[src/rtl/sym_fir_pkg.sv]
// Package: sym_fir_pkg
// Shared widths and latency for the symmetric Q15 FIR. These are the
// defaults for the module parameters.
package sym_fir_pkg;
    localparam int DATA_W  = 16;  // sample width, Q1.15
    localparam int FRAC_W  = 15;  // fractional bits of samples and coefficients
    localparam int ACC_W   = 36;  // sum width with guard bits
    localparam int TAPS    = 7;   // filter length, odd
    localparam int LATENCY = 3;   // edges from input strobe to output strobe
endpackage

[src/rtl/sym_fir_tap_line.sv]
// Module: sym_fir_tap_line
// Holds the last TAPS accepted samples; entry 0 is the newest. Forms the
// mirrored pre-sums tap[i] + tap[TAPS-1-i] one bit wider than a sample,
// and passes the unpaired centre tap out alone.
// Assumes TAPS is odd. Synchronous active-low reset clears every entry.
module sym_fir_tap_line #(
    parameter int DATA_W = 16,
    parameter int TAPS   = 7
) (
    input  logic                        clk,
    input  logic                        rst_n,
    input  logic                        shift_en,
    input  logic signed [DATA_W-1:0]    din,
    output logic signed [DATA_W:0]      pre_sum [TAPS/2],
    output logic signed [DATA_W-1:0]    centre
);
    localparam int HALF  = TAPS / 2;
    localparam int PRE_W = DATA_W + 1;

    logic signed [DATA_W-1:0] tap [TAPS];

    // Shift the newest sample in on each accepted input
    always_ff @(posedge clk) begin
        if (!rst_n) begin
            for (int i = 0; i < TAPS; i++) tap[i] <= '0;
        end else if (shift_en) begin
            tap[0] <= din;
            for (int i = 1; i < TAPS; i++) tap[i] <= tap[i-1];
        end
    end

    // One pre-adder for each mirrored pair of taps
    for (genvar g = 0; g < HALF; g++) begin : g_pre
        assign pre_sum[g] = PRE_W'({tap[g][DATA_W-1], tap[g]})
                          + PRE_W'({tap[TAPS-1-g][DATA_W-1], tap[TAPS-1-g]});
    end

    assign centre = tap[HALF];


    idle_hold_chk: assert property (@(posedge clk) disable iff (!rst_n)
        !shift_en |=> ($stable(tap[0]) && $stable(tap[TAPS-1])));


    shift_order_chk: assert property (@(posedge clk) disable iff (!rst_n)
        shift_en |=> (tap[1] == $past(tap[0])));
endmodule

[src/rtl/sym_fir_shiftadd_mac.sv]
// Module: sym_fir_shiftadd_mac
// Weights three pre-sums and the centre tap by fixed coefficients, using
// only shifts and adds, and registers the sum.
// Coefficients (units of 2^-15): pair0 -1024, pair1 3072, pair2 9219,
// centre 12288. Factored form:
//   A = ((3*(p1 + 4*c) + 9*p2 - p0) << 10) + 3*p2
// The times-three network is shared between pair1 and the centre, and
// 3*p2 is reused in 9*p2 and in the low term.
// Assumes exactly three pairs (seven taps) and ACC_W well above DATA_W+16.
module sym_fir_shiftadd_mac #(
    parameter int DATA_W = 16,
    parameter int ACC_W  = 36
) (
    input  logic                        clk,
    input  logic                        rst_n,
    input  logic                        en,
    input  logic signed [DATA_W:0]      pre_sum [3],
    input  logic signed [DATA_W-1:0]    centre,
    output logic signed [ACC_W-1:0]     acc_q
);
    localparam int PRE_W = DATA_W + 1;

    logic signed [ACC_W-1:0] p0, p1, p2, c;
    logic signed [ACC_W-1:0] u, x3u, x3p2, x9p2, hi_sum, acc_d;

    // Sign-extend the operands and form the shared shift-add terms
    always_comb begin
        p0     = {{(ACC_W-PRE_W){pre_sum[0][PRE_W-1]}}, pre_sum[0]};
        p1     = {{(ACC_W-PRE_W){pre_sum[1][PRE_W-1]}}, pre_sum[1]};
        p2     = {{(ACC_W-PRE_W){pre_sum[2][PRE_W-1]}}, pre_sum[2]};
        c      = {{(ACC_W-DATA_W){centre[DATA_W-1]}}, centre};
        u      = p1 + (c <<< 2);
        x3u    = (u <<< 1) + u;
        x3p2   = (p2 <<< 1) + p2;
        x9p2   = (x3p2 <<< 1) + x3p2;
        hi_sum = x3u + x9p2 - p0;
        acc_d  = (hi_sum <<< 10) + x3p2;
    end

    // Capture the weighted sum one cycle after the delay line moves
    always_ff @(posedge clk) begin
        if (!rst_n)  acc_q <= '0;
        else if (en) acc_q <= acc_d;
    end
endmodule

[src/rtl/sym_fir_round_sat.sv]
// Module: sym_fir_round_sat
// Rounds the wide sum half-up at bit FRAC_W, clamps it to the signed
// DATA_W range and registers the result with its strobe.
// Assumes ACC_W > DATA_W + FRAC_W. Reset clears the output and the strobe.
module sym_fir_round_sat #(
    parameter int DATA_W = 16,
    parameter int FRAC_W = 15,
    parameter int ACC_W  = 36
) (
    input  logic                        clk,
    input  logic                        rst_n,
    input  logic                        en,
    input  logic signed [ACC_W-1:0]     acc,
    output logic                        out_valid,
    output logic signed [DATA_W-1:0]    out_sample
);
    localparam logic signed [ACC_W-1:0] HALF_LSB = ACC_W'(1) <<< (FRAC_W-1);
    localparam logic signed [ACC_W-1:0] SAT_HI   = (ACC_W'(1) <<< (DATA_W-1)) - ACC_W'(1);
    localparam logic signed [ACC_W-1:0] SAT_LO   = -(ACC_W'(1) <<< (DATA_W-1));

    logic signed [ACC_W-1:0]  rounded;
    logic signed [DATA_W-1:0] clamped;

    // Add half an output LSB, drop fraction bits, then clamp
    always_comb begin
        rounded = (acc + HALF_LSB) >>> FRAC_W;
        if (rounded > SAT_HI)      clamped = SAT_HI[DATA_W-1:0];
        else if (rounded < SAT_LO) clamped = SAT_LO[DATA_W-1:0];
        else                       clamped = rounded[DATA_W-1:0];
    end

    // Register the result and its strobe
    always_ff @(posedge clk) begin
        if (!rst_n) begin
            out_valid  <= 1'b0;
            out_sample <= '0;
        end else begin
            out_valid <= en;
            if (en) out_sample <= clamped;
        end
    end


    sat_high_chk: assert property (@(posedge clk) disable iff (!rst_n)
        (en && (acc > (SAT_HI <<< FRAC_W))) |=> (out_sample == SAT_HI[DATA_W-1:0]));


    sat_low_chk: assert property (@(posedge clk) disable iff (!rst_n)
        (en && (acc < (SAT_LO <<< FRAC_W) - HALF_LSB)) |=> (out_sample == SAT_LO[DATA_W-1:0]));
endmodule

[src/rtl/sym_fir_q15.sv]
// Module: sym_fir_q15
// Top of the symmetric multiplierless Q15 FIR. Three register stages:
// the delay line, the weighted sum, and the rounded/saturated output.
// out_valid follows an accepted input after LATENCY rising edges.
// Assumes the seven-tap coefficient set fixed in sym_fir_shiftadd_mac.
module sym_fir_q15 #(
    parameter int DATA_W = sym_fir_pkg::DATA_W,
    parameter int FRAC_W = sym_fir_pkg::FRAC_W,
    parameter int ACC_W  = sym_fir_pkg::ACC_W
) (
    input  logic                     clk,
    input  logic                     rst_n,
    input  logic                     in_valid,
    input  logic signed [DATA_W-1:0] in_sample,
    output logic                     out_valid,
    output logic signed [DATA_W-1:0] out_sample
);
    localparam int TAPS = sym_fir_pkg::TAPS;

    logic signed [DATA_W:0]   pre_sum [TAPS/2];
    logic signed [DATA_W-1:0] centre;
    logic signed [ACC_W-1:0]  acc_q;
    logic [1:0]               vpipe;

    // Carry the strobe alongside the delay-line and sum stages
    always_ff @(posedge clk) begin
        if (!rst_n) vpipe <= '0;
        else        vpipe <= {vpipe[0], in_valid};
    end

    sym_fir_tap_line #(.DATA_W(DATA_W), .TAPS(TAPS)) u_taps (
        .clk(clk), .rst_n(rst_n), .shift_en(in_valid), .din(in_sample),
        .pre_sum(pre_sum), .centre(centre));

    sym_fir_shiftadd_mac #(.DATA_W(DATA_W), .ACC_W(ACC_W)) u_mac (
        .clk(clk), .rst_n(rst_n), .en(vpipe[0]),
        .pre_sum(pre_sum), .centre(centre), .acc_q(acc_q));

    sym_fir_round_sat #(.DATA_W(DATA_W), .FRAC_W(FRAC_W), .ACC_W(ACC_W)) u_out (
        .clk(clk), .rst_n(rst_n), .en(vpipe[1]), .acc(acc_q),
        .out_valid(out_valid), .out_sample(out_sample));


    latency_chk: assert property (@(posedge clk) disable iff (!rst_n)
        out_valid == $past(in_valid, 3));
endmodule

[config.mk]
export PLATFORM = sky130hd
export DESIGN_NAME = sym_fir_q15
export DESIGN_NICKNAME = d
export VERILOG_FILES = /design/src/rtl/sym_fir_pkg.sv /design/src/rtl/sym_fir_tap_line.sv /design/src/rtl/sym_fir_shiftadd_mac.sv /design/src/rtl/sym_fir_round_sat.sv /design/src/rtl/sym_fir_q15.sv
export SDC_FILE = /design/constraint.sdc
export NUM_CORES = 1
export LEC_CHECK = 0
export BUFFER_PORTS_ARGS = -buffer_cell sky130_fd_sc_hd__clkbuf_2
export CAP_MARGIN = 20
export CORE_AREA = 4 4 160 162
export DETAILED_ROUTE_END_ITERATION = 8
export DIE_AREA = 0 0 164 166
export PLACE_DENSITY = 0.71
export SKIP_LAST_GASP = 1
export SLEW_MARGIN = 0
export SYNTH_ARGS = -nofsm -noshare
export SYNTH_HDL_FRONTEND = slang
export SYNTH_SLANG_ARGS = --single-unit
export TNS_END_PERCENT = 30
[constraint.sdc]
create_clock -name clk -period 12.8 [get_ports clk]
set_input_delay 3.2 -clock clk [delete_from_list [all_inputs] [get_ports clk]]
set_output_delay 3.2 -clock clk [all_outputs]
set_load 0.02 [all_outputs]
---- Yosys cells after proc, flatten, opt, wreduce, memory -nomap -nowiden ----
Memory sizes are Yosys's and may differ from the RTL's.
Cells that the tools add are included.
storage, ports and cells
  bits of input ports ..................... 19
  memory bits (writable) .................. 112
  memories kept ........................... 1
  word-level logic and storage cells ...... 38
  register bits after elaboration ......... 55
  output and inout bits ................... 17
cells by class
  bitwise gates (word level) .............. 7
  magnitude comparators ................... 2
  add/sub/neg operators ................... 11
  mux-type cells .......................... 13
memories
  memory      depth  width  read ports  clocked after Yosys merged registers in  write ports  line                    text
  u_taps.tap  7      16     7           0                                        7            sym_fir_tap_line.sv:20  logic signed [DATA_W-1:0] tap [TAPS];
operators by type and width
  operator                  count
  $mux W16                  9
  $add A16 B16 Y17          3
  $add A20 B19 Y21          2
  $add A36 B16 Y36 const B  1
  $add A36 B19 Y36          1
  $add A26 B26 Y26          1
  $sub A26 B17 Y26          1
  $gt A21 B16 Y1 const B    1
  $lt A21 B16 Y1 const B    1
  $add A17 B18 Y19          1
  $add A18 B17 Y19          1
  $or A1 B1 Y1              7
  $mux W1                   4

---- Logic depth before layout (Yosys ltp) ----
  word-level depth ........................ 6
  gate-level depth with buffers ........... 43
  mapped depth without buffers ............ 43

---- Hierarchy ----
A second synthesis with hierarchy kept.
second synthesis, totals
  cells, all modules ...................... 1505
  area, all modules ....................... 14440.1 µm²
modules (own cells, without submodules)
  module                sequential area each (µm²)  cells an instance  times used  area an instance (µm²)
  sym_fir_shiftadd_mac  720.7                       859                1           6950.4
  sym_fir_tap_line      3363.2                      528                1           6367.4
  sym_fir_round_sat     340.3                       114                1           1069.8
  sym_fir_q15           40.0                        4                  1           52.6

---- Worst setup path after synthesis ----
OpenSTA, ideal clock, no wires.
  path type ............................... register to register
  start ................................... memory u_taps.tap[4][0], in the netlist u_taps.tap[2][0]
  end ..................................... register u_mac.acc_q[35]
  cell stages (with the launch flop) ...... 38
  required time ........................... 12.665 ns
  arrival ................................. 8.961 ns
  period minus slack after synthesis ...... 9.096 ns
  library setup time ...................... 0.135 ns
  setup slack ............................. 3.704 ns
  path buffers ............................ 0
  cells stage by stage .................... edfxtp_1 ha_1 fa_1 a21o_1 a21oi_1 xnor2_1 ha_1 a21oi_1 o31ai_1 a21oi_1 o2bb2ai_1 nor4_1 a2111oi_4 mux2_2 a31o_2 xnor2_1 ha_1 a21o_1 [2 not listed] fa_1 fa_1 inv_1 ha_1 o2111ai_1 a21oi_1 or3_1 a21o_1 xor2_1 ha_1 nand2_1 o21ai_0 nor2_1 or3_1 o221a_4 o31ai_4 mux2i_1 a211oi_2
RTL lines
  what                    line                        text
  start: declaration      sym_fir_tap_line.sv:20
  end signal: assignment  sym_fir_shiftadd_mac.sv:42  if (!rst_n) acc_q <= '0;
  end signal: assignment  sym_fir_shiftadd_mac.sv:43  else if (en) acc_q <= acc_d;
  end: declaration        sym_fir_shiftadd_mac.sv:19  output logic signed [ACC_W-1:0] acc_q

==> impl_metrics.tcl <==
set metrics [dict create \
    drt_iter0_markers 673 \
    critPathLaunch "u_taps.tap[2][0]$_SDFFCE_PN0P_" \
    setup_viol 0 \
    avgViaCountPerCell 5.75 \
    dp.cells 1646 \
    cts_sinks 153 \
    wl_um 27200 \
    worst_pin_slew_ps 964 \
    path_max_fanout 5 \
    crit_cells 37 \
    grt_pass1_vias 9345 \
    post_synth_inst_count 1320 \
    r2r_cells 37 \
    drc_errors 0 \
    whs_path_depth 1 \
    synth_cell_types 81 \
    end_kind "flop" \
    min_path_type "flop to flop" \
    antenna_found_initial 0 \
    syn_area_um2 13100 \
    die_area_um2 27200 \
    grt_max_degree 100 \
    finClkSkew_ps 16.0 \
    numCtsBuffers 17 \
    cts-resized-gates 0 \
    rows 57 \
    cts_hold_buf 0 \
    path_clk_slew_ps 80 \
    cp_top_family "compound AO/OA/AOI/OAI gates" \
    fin_util 0.590 \
    fin_cells 1678 \
    reg2reg_from "u_taps.tap[2][0]$_SDFFCE_PN0P_" \
    most-common-layout-cells "131 x ha_1, 112 x edfxtp_1, 111 x inv_1" \
    core_um2 24100 \
    wl_per_cell_um 16.2 \
    portBuffers 35 \
    start_util 0.545 \
    grt_use_total 0.204 \
    drive_above_1_share 0.0746 \
    setup_slack_ps 2790 \
    slowest_stage "fa_1" \
    firstDrtPassIters 6 \
    final_common_cell "ha_1" \
    maxSlewViolCount 0 \
    synthArstFlopShare 0 \
    pin_count 36 \
    fmax_mhz 99.9 \
    crit_arrival_ps 10330 \
    fin_crit_ps 10010 \
    seqCellArea_um2 4180 \
    finalSetupTns_ps 0 \
    clk_latency_ps 440 \
    cts_tree "built" \
    yosysWarnings 0 \
    synth-main-ff-cell "edfxtp_1" \
    pre_cts_slack_ps 2930 \
    hold_start "u_out.out_sample[5]$_SDFFE_PN0P_" \
    overflow 0 \
    cts_setup_buffers 0 \
    cp-start-kind "flop" \
    antenna_cells 0 \
    clockBufferDepth 2 \
    hpwl_um 20600 \
    syn_to_final_growth_pct 8.34 \
    clock-root-buffer "clkbuf_16" \
    hold_viol_final 0 \
    dieHeight_um 166 \
    gp_congestion 0.855 \
    die_x_um 164 \
    crit_top_cell "ha_1" \
    outcome "completed" \
    avgSynthCellArea_um2 9.95 \
    period_share 0.782 \
    max_stage_delay_ps 540 \
    yosysSeqAreaShare 0.318 \
    slew_headroom 0.357 \
    grt_pass1_wl_um 45600 \
    multi_input_area_um2 8400 \
    path_buf_inv 1 \
    htreeDepth 4 \
    rsz0062_at_grt "false" \
    path_class "flop to flop" \
    fin_nets 1554 \
    syn_nets 1533 \
    synth-edff-count 112 \
    worstPathRequired_ps 13120 \
    antenna_left 0 \
    maxCapViolCount 0 \
    ys_ff_latch 153 \
    vias 9647 \
    n_fill_cell 2061 \
]
sequential cells by signal (all words and copies together), names as in the netlist:
| signal | flops |
|---|---|
| u_taps.tap | 112 |
| u_out.out_sample | 16 |
| vpipe | 2 |
| u_out.out_valid | 1 |
| u_mac.acc_q | 22 |
logic make-up (layout without fill, tap and decap cells):
group | after synthesis | after routing | synth area share
buffers and inverters | 148 | 182 | 0.0430
AND/OR/NAND/NOR | 366 | 366 | 0.150
XOR/XNOR | 129 | 129 | 0.0877
multiplexers | 14 | 14 | 0.0110
adder cells (fa/ha/maj) | 194 | 194 | 0.221
flip-flops | 153 | 153 | 0.318
AO/OA/AOI/OAI | 316 | 316 | 0.169
cells in the mapped netlist, types with 12 or more instances:
| cell | instances | area (um^2) |
|---|---|---|
| nand2_1 | 48 | 180 |
| o211a_1 | 20 | 200 |
| a21oi_1 | 77 | 385 |
| fa_1 | 63 | 1260 |
| edfxtp_1 | 112 | 3360 |
| clkbuf_1 | 34 | 128 |
| nor2_1 | 79 | 297 |
| nor3_1 | 16 | 80.1 |
| a31oi_1 | 12 | 75.1 |
| xnor2_1 | 89 | 780 |
| nand3_1 | 18 | 90.1 |
| o21ai_0 | 59 | 295 |
| dfxtp_1 | 41 | 821 |
| and3_1 | 104 | 651 |
| nor2b_1 | 25 | 156 |
| nand2b_1 | 14 | 87.6 |
| o21bai_1 | 19 | 143 |
| o21a_1 | 15 | 113 |
| inv_1 | 111 | 417 |
| and2_1 | 23 | 144 |
| a21o_1 | 33 | 248 |
| xor2_1 | 37 | 324 |
| ha_1 | 131 | 1640 |
layout make-up:
class | count | share of cell area
Clock buffer | 17 | 0.0299
Clock inverter | 15 | 0.0139
Inverter | 111 | 0.0293
Multi-Input combinational cell | 1019 | 0.590
Sequential cell | 153 | 0.294
Tap cell | 324 | 0.0285
Timing Repair Buffer | 39 | 0.0146
layer usage:
layer | up-vias | track usage | wire (um)
met5 | - | 0 | 0
met3 | 23 | 0.0285 | 1190
met1 | 4627 | 0.302 | 13400
met2 | 198 | 0.323 | 12400
met4 | 0 | 0.0379 | 252
li1 | 4799 | - | -
worst register-to-register path: cells and delay by family (launching register included):
kind                     cells  cell delay [ps]
adder cells (fa/ha/maj)      8             3140
AND/OR/NAND/NOR              5             1200
multiplexers                 2              640
flip-flops                   1              390
XOR/XNOR                     4              930
AO/OA/AOI/OAI               17             3520
buffers and inverters        1               50
worst paths after layout:
check	end	slack, ps
max	u_mac.acc_q[35]$_SDFFE_PN0P_	2790
min reg2reg	u_out.out_sample[5]$_SDFFE_PN0P_	480
min	u_out.out_sample[5]$_SDFFE_PN0P_	480
max reg2reg	u_mac.acc_q[35]$_SDFFE_PN0P_	2790
through the flow:
| step | area, um^2 | hold WS [ps] |
|---|---|---|
| after floorplan | 13100 | 460 |
| after global placement | 13600 | 459 |
| final | 14200 | 479 |
| after detailed placement | 13600 | 465 |
| after global routing | 14200 | 499 |
| after CTS | 14200 | 483 |
Power is not shown: default switching activity piles up to over one toggle a cycle in this logic, so the estimate is an artifact.
